[config.mk]
export PLATFORM = sky130hd
export DESIGN_NAME = dbg_ctl_top
export DESIGN_NICKNAME = d
export VERILOG_FILES = /design/src/rtl/dbg_ctl_pkg.sv /design/src/rtl/dbg_ctl_regs.sv /design/src/rtl/dbg_req_gate.sv /design/src/rtl/dbg_sig_mix.sv /design/src/rtl/dbg_ctl_top.sv
export SDC_FILE = /design/constraint.sdc
export NUM_CORES = 1
export LEC_CHECK = 0
export BUFFER_PORTS_ARGS = -buffer_cell sky130_fd_sc_hd__buf_4
export CORE_UTILIZATION = 35
export CTS_CLUSTER_DIAMETER = 60
export CTS_CLUSTER_SIZE = 12
export DETAILED_ROUTE_END_ITERATION = 6
export GPL_TIMING_DRIVEN = 0
export HOLD_SLACK_MARGIN = 0.06
export PLACE_DENSITY = 0.8
export RECOVER_POWER = 25
export SYNTH_ARGS = -nofsm -noshare
export SYNTH_HDL_FRONTEND = slang
export SYNTH_HIERARCHICAL = 1
export SYNTH_SLANG_ARGS = --single-unit
[constraint.sdc]
create_clock -name clk_i -period 4.8 [get_ports clk_i]
set_clock_uncertainty 0.05 [all_clocks]
set_input_delay 1.2 -clock clk_i [delete_from_list [all_inputs] [get_ports clk_i]]
set_output_delay 1.2 -clock clk_i [all_outputs]
set_load 0.02 [all_outputs]
[src/rtl/dbg_ctl_pkg.sv]
package dbg_ctl_pkg;
  localparam int unsigned CTL_W        = 3;
  localparam int unsigned BIT_IRQ_OFF  = 2;
  localparam int unsigned BIT_FORCE_RQ = 1;
  localparam int unsigned BIT_FORCE_AK = 0;
  typedef logic [CTL_W-1:0] ctl_t;
endpackage

[src/rtl/dbg_ctl_regs.sv]
module dbg_ctl_regs
  import dbg_ctl_pkg::*;
#(
  parameter int unsigned ADDR_W   = 5,
  parameter int unsigned DATA_W   = 32,
  parameter logic [ADDR_W-1:0] CTL_ADDR = 5'h04
) (
  input  logic              clk_i,
  input  logic              rst_ni,
  input  logic              acc_en_i,
  input  logic              acc_wr_i,
  input  logic [ADDR_W-1:0] acc_addr_i,
  input  ctl_t              acc_wdata_i,
  output ctl_t              ctl_o,
  output logic [DATA_W-1:0] rdata_o
);
  localparam int unsigned PAD_W = DATA_W - CTL_W;

  logic hit, wr_en, rd_en;
  ctl_t ctl_q;

  assign hit   = acc_en_i && (acc_addr_i == CTL_ADDR);
  assign wr_en = hit && acc_wr_i;
  assign rd_en = hit && !acc_wr_i;

  always_ff @(posedge clk_i or negedge rst_ni) begin
    if (!rst_ni)    ctl_q <= '0;
    else if (wr_en) ctl_q <= acc_wdata_i;
  end

  generate
    if (PAD_W > 0) begin : g_pad
      assign rdata_o = rd_en ? {{PAD_W{1'b0}}, ctl_q} : '0;
    end else begin : g_nopad
      assign rdata_o = rd_en ? ctl_q[DATA_W-1:0] : '0;
    end
  endgenerate

  assign ctl_o = ctl_q;
endmodule

[src/rtl/dbg_req_gate.sv]
module dbg_req_gate #(
  parameter int unsigned TAP_W = 4,
  parameter logic [TAP_W-1:0] RTI_CODE = 4'hC
) (
  input  logic             clk_i,
  input  logic             rst_ni,
  input  logic [TAP_W-1:0] tap_state_i,
  input  logic             d_i,
  output logic             q_o
);
  logic open_w;
  assign open_w = (tap_state_i == RTI_CODE);

  // transparent only in Run-Test-Idle; modelled as enabled flop
  always_ff @(posedge clk_i or negedge rst_ni) begin
    if (!rst_ni)     q_o <= 1'b0;
    else if (open_w) q_o <= d_i;
  end
endmodule

[src/rtl/dbg_sig_mix.sv]
module dbg_sig_mix
  import dbg_ctl_pkg::*;
(
  input  ctl_t ctl_i,
  input  logic req_sync_i,
  input  logic ext_dbgreq_i,
  input  logic core_dbgack_i,
  output logic core_dbgreq_o,
  output logic ext_dbgack_o,
  output logic core_irq_en_o
);
  assign core_dbgreq_o = req_sync_i | ext_dbgreq_i;
  assign ext_dbgack_o  = core_dbgack_i | ctl_i[BIT_FORCE_AK];
  assign core_irq_en_o = ~(core_dbgack_i | ctl_i[BIT_IRQ_OFF]);
endmodule

[src/rtl/dbg_ctl_top.sv]
module dbg_ctl_top
  import dbg_ctl_pkg::*;
#(
  parameter int unsigned ADDR_W   = 5,
  parameter int unsigned DATA_W   = 32,
  parameter int unsigned TAP_W    = 4,
  parameter logic [ADDR_W-1:0] CTL_ADDR = 5'h04,
  parameter logic [TAP_W-1:0]  RTI_CODE = 4'hC
) (
  input  logic              clk_i,
  input  logic              rst_ni,
  input  logic              acc_en_i,
  input  logic              acc_wr_i,
  input  logic [ADDR_W-1:0] acc_addr_i,
  input  logic [CTL_W-1:0]  acc_wdata_i,
  output logic [DATA_W-1:0] acc_rdata_o,
  input  logic [TAP_W-1:0]  tap_state_i,
  input  logic              ext_dbgreq_i,
  input  logic              core_dbgack_i,
  output logic              core_dbgreq_o,
  output logic              ext_dbgack_o,
  output logic              core_irq_en_o
);
  ctl_t ctl_q;
  logic sync_q;

  dbg_ctl_regs #(.ADDR_W(ADDR_W), .DATA_W(DATA_W), .CTL_ADDR(CTL_ADDR)) u_regs (
    .clk_i       (clk_i),
    .rst_ni      (rst_ni),
    .acc_en_i    (acc_en_i),
    .acc_wr_i    (acc_wr_i),
    .acc_addr_i  (acc_addr_i),
    .acc_wdata_i (acc_wdata_i),
    .ctl_o       (ctl_q),
    .rdata_o     (acc_rdata_o)
  );

  dbg_req_gate #(.TAP_W(TAP_W), .RTI_CODE(RTI_CODE)) u_gate (
    .clk_i       (clk_i),
    .rst_ni      (rst_ni),
    .tap_state_i (tap_state_i),
    .d_i         (ctl_q[BIT_FORCE_RQ]),
    .q_o         (sync_q)
  );

  dbg_sig_mix u_mix (
    .ctl_i         (ctl_q),
    .req_sync_i    (sync_q),
    .ext_dbgreq_i  (ext_dbgreq_i),
    .core_dbgack_i (core_dbgack_i),
    .core_dbgreq_o (core_dbgreq_o),
    .ext_dbgack_o  (ext_dbgack_o),
    .core_irq_en_o (core_irq_en_o)
  );
endmodule

After elaboration in Yosys (flattened, before gate mapping):

Index checks and enable logic that the tools add are counted.

* output and inout bits: 35
* input bits: 18
* flip-flop bits (word level): 4
* logic and storage cells: 13

* equality and inequality tests: 2
* reductions and logical operators: 4
* mux-type cells: 1
* bitwise operators: 4

Operators by type and width (number)
* $eq 5x3->1 const B: 1
* $eq 4x4->1 const B: 1
* $logic_and 1x1->1: 3
* $mux 3: 1
* $or 1x1->1: 3
* $logic_not 1->1: 1
* $not 1->1: 1

Longest topological paths before layout:

Gate-level depths: netlist (run 1).

* word-level depth: 4
* depth in mapped cells: 3
* mapped depth without buffers: 3

By module:

The synthesis (run 1) kept the hierarchy.

Modules (own cells, without submodules)
* dbg_ctl_regs: cells an instance 43, times used 1, area an instance 391.6 um2, seq. area each 75.1 um2
* dbg_req_gate: cells an instance 3, times used 1, area an instance 52.6 um2, seq. area each 25.0 um2
* dbg_sig_mix: cells an instance 3, times used 1, area an instance 16.3 um2, seq. area each 0.0 um2

Worst setup path before layout (run 1):

Ideal clock, no wire load.

* path kind: input to output
* start: input port acc_addr_i[1]
* end: output port acc_rdata_o[0]
* path buffers: 0
* required time: 3.550 ns
* arrival: 2.281 ns
* setup slack: 1.269 ns
* stages on the path: 3
* path through: or4b_4 > nor4b_2 > and2_1

* word-level cells in the longest chain between the ends: 4

Ends and longest elaborated chain
* start: declaration: line dbg_ctl_top.sv:14 `input logic [ADDR_W-1:0] acc_addr_i,`
* $eq 5x3->1: line dbg_ctl_regs.sv:22 `assign hit = acc_en_i && (acc_addr_i == CTL_ADDR);`
* $logic_and 1x1->1: line dbg_ctl_regs.sv:22
* $logic_and 1x1->1: line dbg_ctl_regs.sv:24 `assign rd_en = hit && !acc_wr_i;`
* $mux 3: line dbg_ctl_regs.sv:33 `assign rdata_o = rd_en ? {{PAD_W{1'b0}}, ctl_q} : '0;`
* end: declaration: line dbg_ctl_top.sv:16 `output logic [DATA_W-1:0] acc_rdata_o,`

No other way between the ends.

Worst setup path after layout (run 1):

Ends and elaborated chain as after synthesis.

==> results.md, run 1 <==
* Gpl congestion at 0.670
* Routed Antenna Nets at 0
* CP Class: in -> out
* GRT Residual Overflow at 0
* Routed wire length at 898 um
* First-pass GRT wire length at 1.10 mm
* Slew Limit Fails at 0
* Remaining DRCs at 0
* Status: complete, no violations
* Max-cap violation count at 0
* Synth Cell Area at 460 um^2
* Pre-antenna DRT Iters at 2
* Final nets at 123
* Final setup fails at 0
* IO Port Bufs at 23
* Num rows at 12
* Largest area contributor in the netlist: buf_4
* Clk slew on worst S/H paths at 0.04 ns
* All-layer global routing usage at 12.0%
* Largest net degree at the start of global routing at 5
* Fillers at 112
* Peak VDD IR at 0.000102 V
* Fmax at 269 MHz
* DIE AREA at 0.00146 mm^2
* Worst-path fanout max at 3
* Initial Utilization at 39.3%
* Vias/cell at 3.56
* Vias in the first global route at 312
* Place WS at 1.07 ns
* Via count at 417
* H-tree Lvls at 1
* Top Ports at 53
* CTS sink cnt at 4
* Sequential fraction of the synthesis area at 21.7%
* WP data arrival at 2.46 ns
* Crit end category: output pin
* DR WL/cell at 7.68 um
* CTS tree: done
* Final Util at 66.1%
* Postcts setup bufs at 0
* Die X at 38.3 um
* Sum Neg Setup Slack at 0 ns
* Synth area leaders: buf_4, dfrtp_1, mux2_2, and2_1, mux2_4
* HP Class: reg -> reg
* Clk root buf: clkbuf_4
* Worst Path Required at 3.55 ns
* RSZ-0062 raised after global routing: false
* Distinct cell type count after synthesis at 13
* Minimum clock period at 3.71 ns
* Initial antenna violation count at 0
* Cells after synthesis at 49
* Clk Latency, worst-skew pair at 0.23 ns
* Share of layout cells above drive strength 1 at 59.2%
* Syn. warnings at 6
* Synth top area share at 47.3%
* P&R area growth vs syn at 68.2%
* Hold_buf cts at 0
* Syn Area/Cell at 9.40 um^2
* Pwr dens at 194 mW/mm^2
* Post-CTS sizing at 0
* Worst Setup Start Kind: primary input
* Iter 0 DRT Violations at 1
* Core Area at 0.00117 mm^2
* Final Hold Viols at 0
* TritonCTS Buffers at 3
* Number of synthesized register bits at 4
* Diode count at 0
* Die H at 38.3 um
* Maximum clock path buffer count at 2
* Post-layout worst setup margin at 1.09 ns
* Lkg Pwr at 0.480 nW
* Fin crit share at 77.4%
==> where the power goes <==
group          internal [mW]  leakage [nW]  switching [mW]  total, mW
logic                 0.0341         0.412          0.0332     0.0674
registers             0.0387        0.0534         0.00260     0.0413
clock network         0.0280        0.0138          0.0137     0.0416
total                  0.101         0.480          0.0495      0.150
==> critical path, stage by stage <==
cell and delay (ns):
buf_4 0.11, or4b_4 0.55, nor4b_2 0.31, and2_1 0.17
buf_4 0.13
==> kinds of logic after synthesis <==
kind of cell | count (synthesis) | share of synthesized area (%)
flip-flops | 4 | 21.7
AND/OR/NAND/NOR | 11 | 19.6
other | 1 | 0.814
buffers and inverters | 29 | 47.3
multiplexers | 4 | 10.6
==> cell usage after synthesis <==
library cell  number
buf_4             29
dfrtp_1            4
and2_1             3
mux2_2             3
or2_1              2
and4bb_1           1
conb_1             1
mux2_4             1
nand3b_1           1
nor2_1             1
nor2_2             1
nor4b_2            1
or4b_4             1
==> worst paths after layout <==
kind | start | end | slack, ns | cells after the start
min | u_gate/q_o | u_gate/q_o | 0.45 | 1
max reg2reg | u_regs/ctl_o[2] | u_regs/ctl_o[2] | 3.98 | 1
max in group asynchronous | rst_ni | u_gate/q_o | 3.78 | 1
min in group asynchronous | rst_ni | u_regs/ctl_o[0] | 0.74 | 1
max | acc_addr_i[1] | acc_rdata_o[0] | 1.09 | 5
min reg2reg | u_gate/q_o | u_gate/q_o | 0.45 | 1
==> per-layer routing <==
| metal | GRT usage, % | vias up | wire, um |
|---|---|---|---|
| met5 | 0 | - | 0 |
| met4 | 13.4 | 0 | 30 |
| met3 | 5.81 | 4 | 154 |
| met2 | 21.6 | 31 | 483 |
| met1 | 7.94 | 174 | 229 |
| li1 | - | 208 | - |
==> flip-flops by register name (all words and copies together), names as in the netlist <==
name,flops
u_regs/ctl_o,3
u_gate/q_o,1
==> cells in the final DEF, fill, tap and decap left out, drive strengths merged <==
cell type  instances
buf               51
dfrtp              4
clkbuf             4
nand3b             1
or4b               1
nor4b              1
nor2               2
mux2               4
or2                2
and2               3
and4bb             1
conb              29
==> layout make-up <==
type | instances | area (um^2) | area share, %
timing repair buffer | 23 | 169 | 21.8
clock buffer | 3 | 22.5 | 2.91
buffer | 29 | 218 | 28.1
multi-input combinational | 44 | 248 | 32.0
sequential | 4 | 100 | 12.9
tap | 14 | 17.5 | 2.26
==> per-stage QoR <==
step                hold WS, ns  std cells  power (mW)  cell area [um^2]
floorplan                 0.424         77      0.0914               566
detailed placement        0.446        114       0.109               756
CTS                       0.454        117       0.152               778
finish                    0.452        117       0.150               774
global route              0.461        117       0.161               774
global placement          0.435        114       0.108               756
No activity file was read; power rests on OpenSTA's default activity.
==> run 2: changes to the inputs <==
Settings changed: ABC_AREA from default to 1, CORE_UTILIZATION 35 to 34, PLACE_DENSITY 0.8 to 0.75.
Clock period 4.8 ns to 3.8 ns, I/O delays scaled along.
==> run 2 against run 1 <==
  * Flip-flop and latch count stayed put
  * First-iteration DRC count rose to 5.0 times the previous value
  * Total power up 29%
  * Die area grew 14%
  * Synthesized area is 12% higher
  * Sequential share of layout area fell by 0.88 points
  * Cell count up 21%
  * Synthesized cell count grew 49%
  * Design area grew 7.3%
  * Combinational power up 34%
  * Hold slack lost 0.033 ns
  * Critical path depth grew 2
  * Largest cell class unchanged
  * Highest routed layer is now met3
==> results.md, run 2 <==
* Final HPWL DP at 866 um
* Synth top cells by count: buf_4, nand2_1, inv_1, nor2_1, dfrtp_1
* Peak VDD IR at 0.000113 V
* Post-synth EDFFs at 0
* Final nets at 147
* Initial Utilization at 38.2%
* Critical Path Max Stage Delay at 0.15 ns
* Remaining DRCs at 0
* Cells after synthesis at 73
* P_int at 0.125 mW
* Fmax at 377 MHz
* DR WL/cell at 6.49 um
* Worst hold margin at 0.419 ns
* Share of layout cells above drive strength 1 at 48.0%
* First-pass GRT wire length at 1.28 mm
* Postcts setup bufs at 0
* Diode count at 0
* Synth Cell Area at 515 um^2
* Status: complete, no violations
* Gpl congestion at 0.639
* Fillers at 137
* All-layer global routing usage at 12.2%
* Delay-heaviest family, CP: simple AND/OR/NAND/NOR gates
* Reg area at 100 um^2
* Multi-input gate area at 262 um^2
* Final Hold Viols at 0
* Crit end category: output pin
* Cell Area, Placed at 812 um^2
* Largest register FFs at 3
* Sum Neg Setup Slack at 0 ns
* Max stage delay cell, worst path: buf_4
* Pwr dens at 234 mW/mm^2
* Routed Antenna Nets at 0
* Fin crit share at 69.8%
* Inst Count DP at 139
* Minimum clock period at 2.65 ns
* Post-CTS sizing at 0
* TritonCTS Buffers at 3
* Comb pwr share at 46.3%
* Syn Area/Cell at 7.06 um^2
* Clk Latency, worst-skew pair at 0.23 ns
* IO Port Bufs at 23
* Buffers and inverters on the worst path at 3
* Largest net degree at the start of global routing at 6
* Max-cap violation count at 0
* Register share of total power at 27.2%
* Worst Setup Start Kind: primary input
* Num rows at 13
* Sequential fraction of the synthesis area at 19.4%
* Die H at 40.9 um
* Core Area at 0.00135 mm^2
* DIE AREA at 0.00168 mm^2
* Commonest non-fill, non-tap cell in the layout: buf_4
* Initial antenna violation count at 0
* CTS tree: done
* Die X at 40.9 um
* Vias/cell at 3.47
* Design Area, Final at 831 um^2
* Slew Limit Fails at 0
* Largest area contributor in the netlist: buf_4
* Pre-antenna DRT Iters at 3
* CP Class: in -> out
* Clk root buf: clkbuf_4
* WP data arrival at 1.65 ns
* Final setup fails at 0
* Top Ports at 53
* Distinct cell type count after synthesis at 13
* P&R area growth vs syn at 61.2%
* Clk slew on worst S/H paths at 0.03 ns
* Most common cell in the netlist: buf_4
* RSZ-0062 raised after global routing: false
* Switching power total at 0.0694 mW
* Cell mode on critical path: buf_4
* Final Util at 61.5%
* H-tree Lvls at 1
* Sw Share at 35.7%
* Lkg Pwr at 0.548 nW
* Main synth FF type: dfrtp_1
* Worst Path Required at 2.80 ns
* Post-synth ARST share at 100%
* Routed wire length at 921 um
* Syn. warnings at 6
* Crit-path cells: buf_4, inv_1, nand2_2, nor2_4, nand3b_2, nor2_1, buf_4
* Most frequent cells in the layout: buf_4, conb_1, nand2_1
* Hold_buf cts at 0
* Number of synthesized register bits at 4
* Maximum clock path buffer count at 2
* Synth top area share at 42.2%
* Iter 0 DRT Violations at 5
* Vias in the first global route at 355
* Via count at 493
* Synth area leaders: buf_4, dfrtp_1, nand2_1, inv_1, nor2_4
* CTS sink cnt at 4
* HP Class: reg -> reg
* Non-Filler Instances at 142
* Clock share of power at 26.5%
* Worst-path fanout max at 4
* GRT Residual Overflow at 0
-- run 2: changes by cell type after synthesis, sizes merged --
cell    change
and2        -3
and4bb      -1
inv        +11
mux2        -4
nand2      +14
nand3       +1
nand4       +4
nor2        +6
nor4b       -1
or2         -2
or4b        -1
-- run 2: final cells by class --
cell class | instances | share of cell area [%]
inverters | 11 | 4.97
repair buffers | 23 | 20.3
well taps | 15 | 2.26
flip-flops and latches | 4 | 12.0
clock buffers | 3 | 2.71
plain buffers | 29 | 26.2
multi-input cells | 57 | 31.5
-- run 2: routing by layer --
layer,routed length (um),global-route usage [%]
met2,399,21.1
met3,217,6.52
met5,0,0
met1,304,10.9
met4,0,7.50
-- run 2: through the flow --
step	total power, mW	worst slack (ns)
after global routing	0.211	1.07
final	0.194	1.15
after detailed placement	0.143	1.14
after CTS	0.197	1.13
after global placement	0.141	1.16
after floorplan	0.119	1.25
-- run 2: path summary, 6_finish.rpt --
check | startpoint | endpoint | slack [ns] | cells past startpoint
worst max-delay path | acc_addr_i[0] | acc_rdata_o[2] | 1.15 | 7
worst min-delay path | u_gate/q_o | u_gate/q_o | 0.42 | 2
worst max register to register | u_regs/ctl_o[1] | u_gate/q_o | 3.11 | 2
worst min register to register | u_gate/q_o | u_gate/q_o | 0.42 | 2
max in group asynchronous | rst_ni | u_regs/ctl_o[1] | 3.03 | 1
min in group asynchronous | rst_ni | u_regs/ctl_o[0] | 0.49 | 1
-- run 2: kinds of logic after synthesis --
family,after synthesis,synth area share (%)
buf+inv,40,50.2
flops,4,19.4
other cells,1,0.727
simple gates,28,29.6
-- run 2: worst register-to-register path: stages, from the launching register on --
cell and delay (ns):
dfrtp_1 0.39, nand3_1 0.09, nand2_1 0.06
-- run 2: power by group through the flow --
stage          combinational, mW  sequential [mW]  clock (mW)
6_report                  0.0900           0.0528      0.0515
3_5_place_dp              0.0893           0.0535           0
2_1_floorplan             0.0668           0.0520           0
3_3_place_gp              0.0883           0.0532           0
5_1_grt                   0.0996           0.0537      0.0581
4_1_cts                   0.0894           0.0530      0.0546
